`src/rtl/irrx_pkg.sv`:
```
package irrx_pkg;
  // Error rule selection, packed as {err_hold, hdr_enable}
  typedef enum logic [1:0] {
    ERRM_FREE       = 2'b00,
    ERRM_HDR        = 2'b01,
    ERRM_STICKY     = 2'b10,
    ERRM_STICKY_HDR = 2'b11
  } err_mode_e;

  localparam int unsigned SEG_BITS = 48;
  localparam int unsigned LEN_BITS = 3;
endpackage

```
`src/rtl/irrx_bit_store.sv`:
```
module irrx_bit_store #(
  parameter int unsigned DATA_W = 48,
  parameter int unsigned IDX_W  = $clog2(DATA_W)
) (
  input  logic              clk,
  input  logic              rst_n,
  input  logic              enable,
  input  logic              frame_start,
  input  logic              bit_valid,
  input  logic              bit_value,
  output logic [DATA_W-1:0] data_q,
  output logic [IDX_W-1:0]  idx_q,
  output logic              bit_take,
  output logic              seg_end
);
  localparam logic [IDX_W-1:0] LAST_IDX = IDX_W'(DATA_W - 1);

  logic [DATA_W-1:0] data_n;
  logic [IDX_W-1:0]  idx_n;
  logic              upd_en;

  always_comb begin
    data_n   = data_q;
    idx_n    = idx_q;
    bit_take = enable & ~frame_start & bit_valid;
    seg_end  = bit_take & (idx_q == LAST_IDX);
    upd_en   = ~enable | frame_start | bit_valid;
    if (!enable) begin
      idx_n = '0;
    end else if (frame_start) begin
      data_n = '0;
      idx_n  = '0;
    end else if (bit_valid) begin
      data_n[idx_q] = bit_value;
      idx_n         = (idx_q == LAST_IDX) ? '0 : idx_q + 1'b1;
    end
  end

  always_ff @(posedge clk or negedge rst_n) begin
    if (!rst_n) begin
      data_q <= '0;
      idx_q  <= '0;
    end else if (upd_en) begin
      data_q <= data_n;
      idx_q  <= idx_n;
    end
  end

  assert_wrap_R1: assert property (@(posedge clk) disable iff (!rst_n)
    (bit_take && idx_q == LAST_IDX) |=> (idx_q == '0));

  assert_idle_index_R3: assert property (@(posedge clk) disable iff (!rst_n)
    !enable |=> (idx_q == '0));
endmodule

```
`src/rtl/irrx_cmp_flag.sv`:
```
module irrx_cmp_flag #(
  parameter int unsigned IDX_W = 6,
  parameter int unsigned LEN_W = 3,
  localparam int unsigned SPAN = 1 << LEN_W
) (
  input  logic             clk,
  input  logic             rst_n,
  input  logic             enable,
  input  logic             cmp_en,
  input  logic             frame_start,
  input  logic             bit_take,
  input  logic             seg_end,
  input  logic [IDX_W-1:0] bit_idx,
  input  logic             bit_value,
  input  logic [LEN_W-1:0] cmp_len,
  input  logic [SPAN-1:0]  data_low,
  input  logic [SPAN-1:0]  cmp_low,
  output logic             match_q
);
  logic [SPAN-1:0] cand;
  logic [SPAN-1:0] mask;
  logic            hit;
  logic            seg_hit_q, seg_hit_n, match_n;

  always_comb begin
    cand          = data_low;
    cand[cmp_len] = bit_value;
    for (int k = 0; k < SPAN; k++) begin
      mask[k] = (LEN_W'(k) <= cmp_len);
    end
    hit = bit_take && (bit_idx == IDX_W'(cmp_len)) &&
          (((cand ^ cmp_low) & mask) == '0);
  end

  always_comb begin
    match_n   = match_q;
    seg_hit_n = seg_hit_q;
    if (!enable || !cmp_en || frame_start) begin
      match_n   = 1'b0;
      seg_hit_n = 1'b0;
    end else if (seg_end) begin
      match_n   = match_q & seg_hit_q;
      seg_hit_n = 1'b0;
    end else if (hit) begin
      match_n   = 1'b1;
      seg_hit_n = 1'b1;
    end
  end

  always_ff @(posedge clk or negedge rst_n) begin
    if (!rst_n) begin
      match_q   <= 1'b0;
      seg_hit_q <= 1'b0;
    end else begin
      match_q   <= match_n;
      seg_hit_q <= seg_hit_n;
    end
  end

  assert_cmp_off_R4: assert property (@(posedge clk) disable iff (!rst_n)
    !cmp_en |=> !match_q);

  assert_cmp_frame_clear_R2: assert property (@(posedge clk) disable iff (!rst_n)
    frame_start |=> !match_q);

  assert_seg_drop_R6: assert property (@(posedge clk) disable iff (!rst_n)
    (seg_end && !seg_hit_q) |=> !match_q);
endmodule

```
`src/rtl/irrx_err_flag.sv`:
```
module irrx_err_flag
  import irrx_pkg::*;
(
  input  logic clk,
  input  logic rst_n,
  input  logic enable,
  input  logic frame_start,
  input  logic hdr_en,
  input  logic hold,
  input  logic spec_en,
  input  logic s_hdr,
  input  logic s_d0,
  input  logic s_d1,
  input  logic s_sp,
  input  logic s_inv,
  output logic err_q
);
  err_mode_e mode;
  logic      valid_d, bad, set_ev, clr_ev;
  logic      hs_q, hs_n, err_n;

  always_comb begin
    mode    = err_mode_e'({hold, hdr_en});
    valid_d = s_d0 | s_d1 | (s_sp & spec_en);
    bad     = s_inv | (s_sp & ~spec_en) | (s_hdr & ~hdr_en);
    unique case (mode)
      ERRM_FREE:                 begin set_ev = bad; clr_ev = valid_d; end
      ERRM_STICKY:               begin set_ev = bad; clr_ev = 1'b0;    end
      ERRM_HDR, ERRM_STICKY_HDR: begin
        set_ev = bad | (valid_d & ~hs_q);
        clr_ev = s_hdr;
      end
      default:                   begin set_ev = 1'b0; clr_ev = 1'b0; end
    endcase
    if (!enable || frame_start) begin
      hs_n  = 1'b0;
      err_n = 1'b0;
    end else begin
      hs_n  = hs_q | (s_hdr & hdr_en);
      err_n = clr_ev ? 1'b0 : (set_ev | err_q);
    end
  end

  always_ff @(posedge clk or negedge rst_n) begin
    if (!rst_n) begin
      err_q <= 1'b0;
      hs_q  <= 1'b0;
    end else begin
      err_q <= err_n;
      hs_q  <= hs_n;
    end
  end

  assert_err_idle_R3: assert property (@(posedge clk) disable iff (!rst_n)
    (!enable || frame_start) |=> !err_q);

  assert_sticky_R9: assert property (@(posedge clk) disable iff (!rst_n)
    (enable && !frame_start && hold && !hdr_en && err_q) |=> err_q);

  assert_invalid_sets_R7: assert property (@(posedge clk) disable iff (!rst_n)
    (enable && !frame_start && s_inv && !(s_d0 | s_d1 | s_sp | s_hdr)) |=> err_q);
endmodule

```
`src/rtl/irrx_status_flags.sv`:
```
module irrx_status_flags
  import irrx_pkg::*;
#(
  parameter int unsigned DATA_W = SEG_BITS,
  parameter int unsigned LEN_W  = LEN_BITS,
  localparam int unsigned IDX_W = $clog2(DATA_W),
  localparam int unsigned SPAN  = 1 << LEN_W
) (
  input  logic              clk,
  input  logic              rst_n,
  input  logic              enable,
  input  logic              hdr_enable,
  input  logic              err_hold,
  input  logic              spec_enable,
  input  logic              cmp_enable,
  input  logic [LEN_W-1:0]  cmp_len,
  input  logic [DATA_W-1:0] cmp_value,
  input  logic              frame_rx,
  input  logic              sym_header,
  input  logic              sym_data0,
  input  logic              sym_data1,
  input  logic              sym_special,
  input  logic              sym_invalid,
  input  logic              bit_valid,
  input  logic              bit_value,
  output logic [DATA_W-1:0] rx_data,
  output logic [IDX_W-1:0]  bit_index,
  output logic              cmp_match,
  output logic              rx_error
);
  logic frame_q, frame_start, bit_take, seg_end;

  assign frame_start = frame_rx & ~frame_q;

  always_ff @(posedge clk or negedge rst_n) begin
    if (!rst_n) frame_q <= 1'b0;
    else        frame_q <= frame_rx;
  end

  irrx_bit_store #(.DATA_W(DATA_W), .IDX_W(IDX_W)) u_store (
    .clk(clk), .rst_n(rst_n), .enable(enable), .frame_start(frame_start),
    .bit_valid(bit_valid), .bit_value(bit_value), .data_q(rx_data),
    .idx_q(bit_index), .bit_take(bit_take), .seg_end(seg_end)
  );

  irrx_cmp_flag #(.IDX_W(IDX_W), .LEN_W(LEN_W)) u_cmp (
    .clk(clk), .rst_n(rst_n), .enable(enable), .cmp_en(cmp_enable),
    .frame_start(frame_start), .bit_take(bit_take), .seg_end(seg_end),
    .bit_idx(bit_index), .bit_value(bit_value), .cmp_len(cmp_len),
    .data_low(rx_data[SPAN-1:0]), .cmp_low(cmp_value[SPAN-1:0]),
    .match_q(cmp_match)
  );

  irrx_err_flag u_err (
    .clk(clk), .rst_n(rst_n), .enable(enable), .frame_start(frame_start),
    .hdr_en(hdr_enable), .hold(err_hold), .spec_en(spec_enable),
    .s_hdr(sym_header), .s_d0(sym_data0), .s_d1(sym_data1),
    .s_sp(sym_special), .s_inv(sym_invalid), .err_q(rx_error)
  );

  assert_frame_clear_R2: assert property (@(posedge clk) disable iff (!rst_n)
    frame_start |=> (bit_index == '0 && rx_data == '0 && !cmp_match && !rx_error));
endmodule

```
`config.mk`:
```
export PLATFORM = sky130hd
export DESIGN_NAME = irrx_status_flags
export DESIGN_NICKNAME = d
export VERILOG_FILES = /design/src/rtl/irrx_pkg.sv /design/src/rtl/irrx_bit_store.sv /design/src/rtl/irrx_cmp_flag.sv /design/src/rtl/irrx_err_flag.sv /design/src/rtl/irrx_status_flags.sv
export SDC_FILE = /design/constraint.sdc
export NUM_CORES = 1
export LEC_CHECK = 0
export BUFFER_PORTS_ARGS = -buffer_cell sky130_fd_sc_hd__buf_2
export CAP_MARGIN = 20
export CORE_ASPECT_RATIO = 0.7
export CORE_MARGIN = 5
export CORE_UTILIZATION = 54
export CTS_BUF_LIST = sky130_fd_sc_hd__clkbuf_4 sky130_fd_sc_hd__clkbuf_8 sky130_fd_sc_hd__clkbuf_16
export CTS_CLUSTER_SIZE = 10
export DETAILED_ROUTE_END_ITERATION = 7
export GPL_TIMING_DRIVEN = 1
export PLACE_DENSITY = 0.87
export SYNTH_ARGS = -nofsm -noshare
export SYNTH_HDL_FRONTEND = slang
export SYNTH_HIERARCHICAL = 1
export SYNTH_SLANG_ARGS = --single-unit
```
`constraint.sdc`:
```
create_clock -name clk -period 4.1 [get_ports clk]
set_clock_uncertainty 0.05 [all_clocks]
set_input_delay 0.615 -clock clk [delete_from_list [all_inputs] [get_ports clk]]
set_output_delay 0.615 -clock clk [all_outputs]
set_load 0.1 [all_outputs]
```
**After elaboration in Yosys (flattened, before gate mapping)**

Cells that the tools add are included.

- Logic and storage cells: 92
- Bits in registers: 59

- $lt $le $gt $ge: 12
- Multiplexer cells: 22
- Bitwise gates (word level): 27
- Equality and inequality tests: 6
- Reduce and logical (&&, ||, !) cells: 17
- Add/sub/neg operators: 1

Operators by type and width:

| operator | number |
|---|---|
| 2-to-1 mux 48 bit | 2 |
| bitwise mux 48 bit | 1 |
| 2-to-1 mux 6 bit | 4 |
| <= comparator 3 bit (first input constant) | 4 |
| AND 1 bit | 10 |
| 2-to-1 mux 1 bit | 10 |
| OR 1 bit | 9 |
| AND 8 bit | 1 |
| bitwise mux 8 bit | 1 |
| zero test 8 bit | 1 |
| XOR 8 bit | 1 |
| less-than comparator 6 x 7 -> 1 bit (second input constant) | 1 |
| adder 6 x 1 -> 6 bit (second input constant) | 1 |
| demux 1 bit (select 6 bit) | 1 |
| == test 6 x 3 -> 1 bit | 1 |
| == test 6 bit (second input constant) | 1 |
| >= comparator 6 x 1 -> 1 bit (second input constant) | 1 |
| <= comparator 1 x 3 -> 1 bit (first input constant) | 2 |
| <= comparator 2 x 3 -> 1 bit (first input constant) | 2 |
| inverter 1 bit | 6 |
| == test 2 bit (second input constant) | 2 |
| logical AND 1 bit | 4 |
| less-than comparator 3 x 4 -> 1 bit (second input constant) | 1 |
| OR reduction 2 bit | 2 |
| other kinds (13) | 16 |

**Longest topological paths before layout**

Gate-level depths: netlist of the first run.

- Word-level depth: 12
- Gate-level depth with buffers: 9
- Gate-level depth less buffers: 8

**Modules after synthesis**

The synthesis of the first run kept the hierarchy.

Modules (own cells, without submodules):

| module | area each (um2) | cells an instance | times used |
|---|---|---|---|
| irrx_bit_store | 2,723.9 | 235 | 1 |
| irrx_cmp_flag | 491.7 | 59 | 1 |
| irrx_err_flag | 148.9 | 16 | 1 |
| irrx_status_flags | 38.8 | 2 | 1 |

**Worst setup path after synthesis of the first run**

OpenSTA, ideal clock, no wires.

- Kind: register to register
- From: register u_store.idx_q[3]
- To: register u_cmp.match_q
- Buffers on the path: 2
- Stages on the path, launching flop included: 10
- Setup slack: 1.702 ns
- Data arrival time: 2.221 ns
- Library setup time: 0.127 ns
- Cell sequence: dfrtp_1 > buf_6 > and3b_1 > buf_6 > nand4_1 > nor2_1 > a21oi_1 > nor2b_1 > a32oi_1 > o21ai_1

- Cells in the longest elaborated chain, start to end: 4

RTL lines:

| what | line | source |
|---|---|---|
| start: declaration | irrx_bit_store.sv:12 | `output logic [IDX_W-1:0] idx_q,` |
| start signal: assignment | irrx_bit_store.sv:45 | `idx_q <= idx_n;` |
| == test 6 bit * | irrx_bit_store.sv:26 | `seg_end = bit_take & (idx_q == LAST_IDX);` |
| AND 1 bit * | irrx_bit_store.sv:26 |  |
| net seg_end | irrx_status_flags.sv:31 | `logic frame_q, frame_start, bit_take, seg_end;` |
| 2-to-1 mux 1 bit | irrx_cmp_flag.sv:41 | `end else if (seg_end) begin` |
| 2-to-1 mux 1 bit | irrx_cmp_flag.sv:38 | `if (!enable \|\| !cmp_en \|\| frame_start) begin` |
| end signal: assignment | irrx_cmp_flag.sv:55 | `match_q <= match_n;` |
| end: declaration | irrx_cmp_flag.sv:18 | `output logic match_q` |

The timed path passes the listed nets; every way through them passes the cells marked *.
A chain may end at the register's enable or synchronous reset.

**Worst setup path after layout of the first run**

Ends and elaborated chain as after synthesis.

==> results of run 1 <==
power groups by stage:
stage / sequential (mW) / clock (mW) / combinational [mW]
final: 0.598 / 0.528 / 0.157
after global routing: 0.599 / 0.569 / 0.171
after detailed placement: 0.609 / 0 / 0.156
after CTS: 0.598 / 0.540 / 0.157
after global placement: 0.608 / 0 / 0.152
after floorplan: 0.641 / 0 / 0.0849
layer usage:
layer | share of wire, % | up-vias
li1 | - | 1314
met1 | 45 | 1427
met2 | 46 | 142
met3 | 8.0 | 12
met4 | 0.96 | 0
met5 | 0 | -
cell type report:
class                   instances  area share, %
clock buffers                  11           3.79
clock inverters                 5           1.37
inverters                       4          0.392
multi-input cells             211           42.3
flip-flops and latches         59           38.6
well taps                      78           2.55
repair buffers                 83           11.0
critical path, delay by kind of cell (launching register included):
family,cells,cell delay [ns]
AND/OR/NAND/NOR,4,1.12
AO/OA/AOI/OAI,3,0.41
flip-flops,1,0.65
kinds of logic (layout without fill, tap and decap cells):
logic type	after synthesis	after routing
xor gates and xnor gates	18	18
and+or+nand+nor	119	119
adders and majority gates	1	1
buffers and inverters	42	103
muxes	4	4
DFF	59	59
AOI/OAI and AO/OA	69	69
registers in the layout, summed over array words and instances (netlist names):
signal / cells
frame_q: 1
u_cmp/match_q: 1
u_cmp/seg_hit_q: 1
u_err/err_q: 1
u_err/hs_q: 1
u_store/data_q: 48
u_store/idx_q: 6
cells in the final DEF, fill, tap and decap left out, types with 4 or more instances in the layout:
cell       n
nand3_1   50
xor2_1     7
a32o_1    47
buf_2     81
nand4_1    4
nor2b_1    4
clkbuf_8  10
inv_1      4
nand2b_1   4
nor2_1     9
xnor2_1   11
nand2_1    7
dfrtp_1   59
and3b_1    5
mux2i_1    4
and3_1     4
worst paths after layout:
| check | cells after the start | start | end |
|---|---|---|---|
| worst max-delay path | 7 | u_store/idx_q[3] | u_cmp/match_q |
| worst min-delay path | 1 | rst_n | u_store/data_q[21] |
| worst max register to register | 7 | u_store/idx_q[3] | u_cmp/match_q |
| worst min register to register | 1 | u_store/data_q[25] | u_store/data_q[25] |
| max in group asynchronous | 2 | rst_n | u_store/data_q[45] |
| min in group clk | 1 | frame_rx | frame_q |
==> summary.txt, run 1 <==
Status
  – Status: complete, no violations

Clocking
  – Post-CTS Hold Fix Bufs: 0
  – Resized cells post-CTS: 0
  – Setup bufs post-CTS: 0
  – Root buf cell: clkbuf_8
  – CTS Buf Count: 9
  – Worst-path clk slew: 0.07 ns
  – Clock latency on the worst-skew pair: 0.34 ns
  – CTS max path bufs: 2
  – Clock sinks: 59
  – H-tree depth: 3
  – CTS tree: done

Yosys
  – Synth Area in XOR/XNOR: 4.63%
  – EDFF count, synth: 0
  – Cell taking the most area after synthesis: dfrtp_1
  – Count leader, synth: dfrtp_1
  – Synth Area in Simple Gates: 22.8%
  – Post-synthesis cell type count: 54
  – Top post-synthesis cells by count: dfrtp_1 (59), nand3_1 (50), a32o_1 (47), buf_4 (13), buf_6 (12)
  – Ys flop type: dfrtp_1
  – Mapped Area: 0.00340 sq mm
  – Syn nets: 379
  – Cell count after synthesis: 312
  – Largest family of logic cells by synthesized area: simple AND/OR/NAND/NOR gates
  – Yosys reg bits: 59
  – Top cells by area, synth: dfrtp_1 (43%), a32o_1 (14%), nand3_1 (7.4%), buf_6 (4.0%), buf_4 (2.9%)
  – Synth Area in Adders: 0.368%
  – Yosys warns: 6
  – Post-synth top area share: 43.4%
  – Syn Area/Cell: 10.9 sq um
  – Mux cell area share after synthesis: 1.18%
  – Synth Area in Compound Gates: 18.7%
  – Sequential area share after synthesis: 43.4%
  – Asr flop ratio synth: 100%

GRT
  – Met3 track demand over resource: 6.18%
  – Met1 usage: 30.8%
  – Largest net degree at the start of global routing: 49
  – Vias in the first global route: 2747
  – Initial antenna violation count: 0
  – Met2 usage: roughly a third
  – First-pass GRT wire length: 14200 um
  – Grt ovf: 0
  – Global-route layer with the greatest usage: met2
  – Total track usage: 21.7%

Power and ir drop
  – Sequential power share: between 40 and 50%
  – Int Pwr: 0.931 mW
  – Max VDD drop: between 0.0003 and 0.0004 V
  – Logic pwr share: 12.2%
  – Final Power: 1.28 mW
  – Cell Pwr Density: 335 mW/mm^2
  – Switching Share: 27.4%
  – Switching power: between 0.3 and 0.4 mW
  – LEAKAGE: 1.77 nW
  – Clock share of power: 41.2%

Die
  – # IOs: 122
  – Die Y: 76.4 um
  – Starting Density: between 50% and 60%
  – CORE AREA: 0.00619 sq mm
  – Die W: 105 um
  – Row count: 24
  – Die Footprint: 0.00802 sq mm

Route
  – DRC Markers: 0
  – Via count: 2895
  – Total Routed Length: 8520 um
  – Per-cell routed wire length: 18.9 um
  – First-pass iteration count of the detailed router: 5
  – Antenna violation net count after detailed routing: 0
  – Initial detailed-routing violation count: approximately 350
  – Vias per Instance: ~6.4

Worst hold path
  – Class of the worst hold path: primary input to async pin

Timing
  – Setup ws final: 1.75 ns
  – Final setup viols: 0
  – Slew @ Worst Pin: 0.962 ns
  – Slew Limit Fails: 0
  – Peak Freq: 425 MHz
  – Relative slew slack: 35.6%
  – Final min period: 2.35 ns
  – Final hold vios: 0
  – RSZ-0062 raised after global routing: no
  – Setup TNS: 0 ns
  – Ratio of final minimum period to clock period: 57.3%
  – WHS: approximately 0.24 ns

Worst setup path
  – Worst Setup Start Kind: flop
  – Crit path max-delay cell type: dfrtp_1
  – CP Cell Sequence: and3b_1 -> nand4_1 -> nor2_1 -> a21oi_1 -> nor2b_1 -> a32oi_1 -> o21ai_1
  – Worst path required time: roughly 4.3 ns
  – Kind of end point of the critical path: flop
  – Critical path class: flop to flop
  – Worst EP arrival: 2.52 ns
  – Reg2reg setup slack: between 1.5 and 2 ns
  – Max stage delay on crit path: roughly 0.65 ns
  – Highest fanout seen on the critical path: 10

Final layout
  – Post-route insts no fill: 451
  – Area Growth Syn to Fin: 12.5%
  – Post-route cell area: 0.00383 sq mm
  – Multi-input logic area: 0.00162 sq mm
  – Final #Nets: 435
  – Layout cells sized above 1: 32.2%
  – Sequential cell area: 0.00148 sq mm
  – Fill count: just over 500
  – Core Util, Final: between 60% and 70%
  – N_diodes: 0

Run
  – Max-cap violations: 0

Placement
  – GP Congestion: about 0.82
  – PortBufs: 81
  – Post-DP HPWL: 5740 um
  – Post-DP Area: 0.00363 sq mm
  – DP Worst Slack: 1.78 ns
  – Cell count after placement: between 400 and 500
Note: power is estimated with default switching activity, not from simulation.
==> run 2: changes to the inputs <==
--- a/config.mk
+++ b/config.mk
@@ -5,16 +5,17 @@
 export SDC_FILE = /design/constraint.sdc
 export NUM_CORES = 1
 export LEC_CHECK = 0
+export ABC_AREA = 1
 export BUFFER_PORTS_ARGS = -buffer_cell sky130_fd_sc_hd__buf_2
 export CAP_MARGIN = 20
 export CORE_ASPECT_RATIO = 0.7
 export CORE_MARGIN = 5
-export CORE_UTILIZATION = 54
+export CORE_UTILIZATION = 51
 export CTS_BUF_LIST = sky130_fd_sc_hd__clkbuf_4 sky130_fd_sc_hd__clkbuf_8 sky130_fd_sc_hd__clkbuf_16
 export CTS_CLUSTER_SIZE = 10
 export DETAILED_ROUTE_END_ITERATION = 7
 export GPL_TIMING_DRIVEN = 1
-export PLACE_DENSITY = 0.87
+export PLACE_DENSITY = 0.81
 export SYNTH_ARGS = -nofsm -noshare
 export SYNTH_HDL_FRONTEND = slang
 export SYNTH_HIERARCHICAL = 1
==> constraint.sdc (replaced) <==
create_clock -name clk -period 2.4 [get_ports clk]
set_clock_uncertainty 0.05 [all_clocks]
set_input_delay 0.36 -clock clk [delete_from_list [all_inputs] [get_ports clk]]
set_output_delay 0.36 -clock clk [all_outputs]
set_load 0.1 [all_outputs]
==> run 2 against run 1 <==
  * Via count grew 33%
  * First-iteration DRC count rose by 5.5%
  * Clock power rose by 57%
  * Global-route usage rose by 0.77 points
==> summary.txt, run 2 <==
Status
  – Status: complete, no violations

Final layout
  – Fill count: 718 (+41%)
  – Area Growth Syn to Fin: 15.0%
  – Multi-input logic area: 0.00190 sq mm (+17%)
  – Final #Nets: 689 (+58%)
  – Largest Register: u_store/data_q
  – Top flop regs: u_store/data_q (48), u_store/idx_q (6)
  – N_diodes: 0 (unchanged)
  – Commonest non-fill, non-tap cell in the layout: nand2_1
  – Max reg flops: 48 (unchanged)
  – Sequential cell area: 0.00148 sq mm (unchanged)
  – Layout cells sized above 1: 20.4% (-12 points)
  – Most frequent cells in the layout: nand2_1 (247), nand3_1 (85), buf_2 (81)

Worst setup path
  – Crit path max-delay cell type: dfrtp_1
  – Highest fanout seen on the critical path: 11 (+1)
  – Worst path required time: 1.99 ns (-2.28 ns)
  – Worst Setup Start Kind: flop
  – Critical path class: flop to output pin
  – CP Cell Sequence: buf_2
  – Worst EP arrival: 1.55 ns (-0.97 ns)
  – Crit path max-delay family: flip-flops
  – Kind of end point of the critical path: output pin
  – WP buf/inv: 1 (+1)
  – Max stage delay on crit path: 0.67 ns (+0.02 ns)

Yosys
  – Syn nets: 618 (+63%)
  – Top post-synthesis cells by count: nand2_1 (247), nand3_1 (85), dfrtp_1 (59), inv_1 (34), o21ai_0 (32)
  – Cell count after synthesis: 551 (+77%)
  – Cell taking the most area after synthesis: dfrtp_1
  – Mapped Area: 0.00373 sq mm (+9.6%)
  – Post-synth top area share: 39.6% (-3.8 points)
  – EDFF count, synth: 0 (unchanged)
  – Ys flop type: dfrtp_1
  – Syn Area/Cell: 6.77 sq um (-38%)
  – Yosys reg bits: 59 (unchanged)
  – Top cells by area, synth: dfrtp_1 (40%), nand2_1 (25%), nand3_1 (11%), o21ai_0 (4.3%), inv_1 (3.4%)
  – Sequential area share after synthesis: 39.6% (-3.8 points)
  – Count leader, synth: nand2_1
  – Post-synthesis cell type count: 27 (-50%)
  – Asr flop ratio synth: 100% (unchanged)
  – Yosys warns: 6 (unchanged)

Route
  – Via count: 3849 (+33%)
  – Per-cell routed wire length: 13.7 um (-27%)
  – Vias per Instance: 5.31 (-17%)
  – First-pass iteration count of the detailed router: 5 (unchanged)
  – Antenna violation net count after detailed routing: 0 (unchanged)
  – Total Routed Length: 9960 um (+17%)
  – Initial detailed-routing violation count: 365 (+5.5%)
  – DRC Markers: 0 (unchanged)

Clocking
  – Worst-path clk slew: 0.07 ns (about the same)
  – Clock latency on the worst-skew pair: 0.34 ns (about the same)
  – Post-CTS Hold Fix Bufs: 0 (unchanged)
  – H-tree depth: 3 (unchanged)
  – CTS max path bufs: 2 (unchanged)
  – CTS Buf Count: 9 (unchanged)
  – Resized cells post-CTS: 0 (unchanged)
  – Clock sinks: 59 (unchanged)
  – Setup bufs post-CTS: 0 (unchanged)
  – CTS tree: done
  – Root buf cell: clkbuf_8

Timing
  – Slew @ Worst Pin: 0.747 ns (-0.215 ns)
  – Final setup viols: 0 (unchanged)
  – Final hold vios: 0 (unchanged)
  – Relative slew slack: 50.2% (+15 points)
  – Peak Freq: 511 MHz
  – Setup ws final: 0.445 ns (-1.30 ns)
  – Setup TNS: 0 ns (unchanged)
  – RSZ-0062 raised after global routing: no
  – Slew Limit Fails: 0 (unchanged)
  – Ratio of final minimum period to clock period: 81.5%
  – Final min period: slightly below 2 ns

Power and ir drop
  – Int Pwr: 1.53 mW (+64%)
  – LEAKAGE: 2.49 nW (+40%)
  – Clock share of power: 37.8% (-3.4 points)
  – Switching power: 0.660 mW (+88%)
  – Cell Pwr Density: 511 mW/mm^2 (+52%)
  – Switching Share: 30.2% (+2.7 points)
  – Sequential power share: 46.7% (about the same)
  – Logic pwr share: 15.5% (+3.3 points)
  – Max VDD drop: 0.000361 V (+20%)

GRT
  – Initial antenna violation count: 1 (+1)
  – Met2 usage: 34.0% (+0.90 points)
  – Total track usage: 22.5% (+0.77 points)
  – First-pass GRT wire length: 16500 um (+17%)
  – Met1 usage: 31.2% (+0.44 points)
  – Largest net degree at the start of global routing: 60 (+22%)
  – Met3 track demand over resource: 6.04% (-0.14 points)
  – Global-route layer with the greatest usage: met2
  – Vias in the first global route: 3415 (+24%)
  – Grt ovf: 0 (unchanged)

Die
  – Starting Density: 51.6% (-3.4 points)
  – CORE AREA: 0.00722 sq mm (+17%)
  – # IOs: 122 (unchanged)
  – Die W: 112 um (+7.0%)
  – Die Footprint: 0.00915 sq mm (+14%)
  – Row count: 26 (+8.3%)
  – Die Y: 81.5 um (+6.7%)

Placement
  – PortBufs: 81 (unchanged)
  – DP Worst Slack: 0.578 ns (-1.21 ns)
  – GP Congestion: 0.919 (+12%)
  – Post-DP HPWL: 7020 um (+22%)

Worst hold path
  – Class of the worst hold path: primary input to flop

Run
  – Max-cap violations: 0 (unchanged)
-- run 2: cell count changes after synthesis, sizes merged, moves of 8 or more --
cell   delta
a32o     -47
buf       -9
inv      +38
nand2   +242
nand3    +37
nor2     +24
nor3b     -8
o21ai    +31
xnor2    -10
-- run 2: power by group through the flow --
stage / Combinational (mW) / Clock, mW / Sequential (mW)
finish: 0.339 / 0.828 / 1.02
global route: 0.375 / 0.908 / 1.02
CTS: 0.339 / 0.850 / 1.02
detailed placement: 0.338 / 0 / 1.04
global placement: 0.330 / 0 / 1.04
floorplan: 0.180 / 0 / 1.11
-- run 2: final timing paths --
| kind | slack, ns | to | startpoint | cells after the start |
|---|---|---|---|---|
| max in group asynchronous | 1.68 | u_store/data_q[42] | rst_n | 2 |
| setup / recovery | 0.44 | bit_index[0] | u_store/idx_q[0] | 1 |
| min in group asynchronous | 0.12 | u_store/data_q[38] | rst_n | 2 |
| setup reg to reg | 0.57 | u_store/data_q[6] | u_store/idx_q[0] | 5 |
| hold reg to reg | 0.42 | u_store/data_q[35] | u_store/data_q[35] | 2 |
| hold / removal | 0.1 | frame_q | frame_rx | 1 |
-- run 2: per-layer routing --
metal	routed length, um	vias to the layer above
met5	13	-
met4	154	2
met1	4390	1766
li1	-	1889
met2	4450	174
met3	956	18
-- run 2: through the flow --
step                      cell area (sq um)  power, mW  cells  hold slack, ns  utilization, %
after CTS                              4290       2.21    725          0.0832            59.4
after detailed placement               4100       1.38    709           0.404            56.8
after global placement                 4100       1.37    709           0.401            56.8
after floorplan                        3730       1.29    551          0.0144               -
after global routing                   4290       2.31    725          0.0798            59.4
final                                  4290       2.19    725          0.0983            59.4
-- run 2: cells by family (layout without fill, tap and decap cells) --
family	after synthesis	in the layout	share of synthesized area, %
flip-flops	59	59	39.6
buffers and inverters	68	144	9.63
AO/OA/AOI/OAI	43	43	6.07
adder cells (fa/ha/maj)	1	1	0.336
XOR/XNOR	4	4	0.940
AND/OR/NAND/NOR	376	376	43.4
-- run 2: cell type report --
cell class,instances,area share [%]
Clock buffer,12,3.71
Clock inverter,4,0.584
Inverter,42,3.74
Multi-Input combinational cell,424,44.3
Sequential cell,59,34.4
Tap cell,98,2.86
Timing Repair Buffer,86,10.3
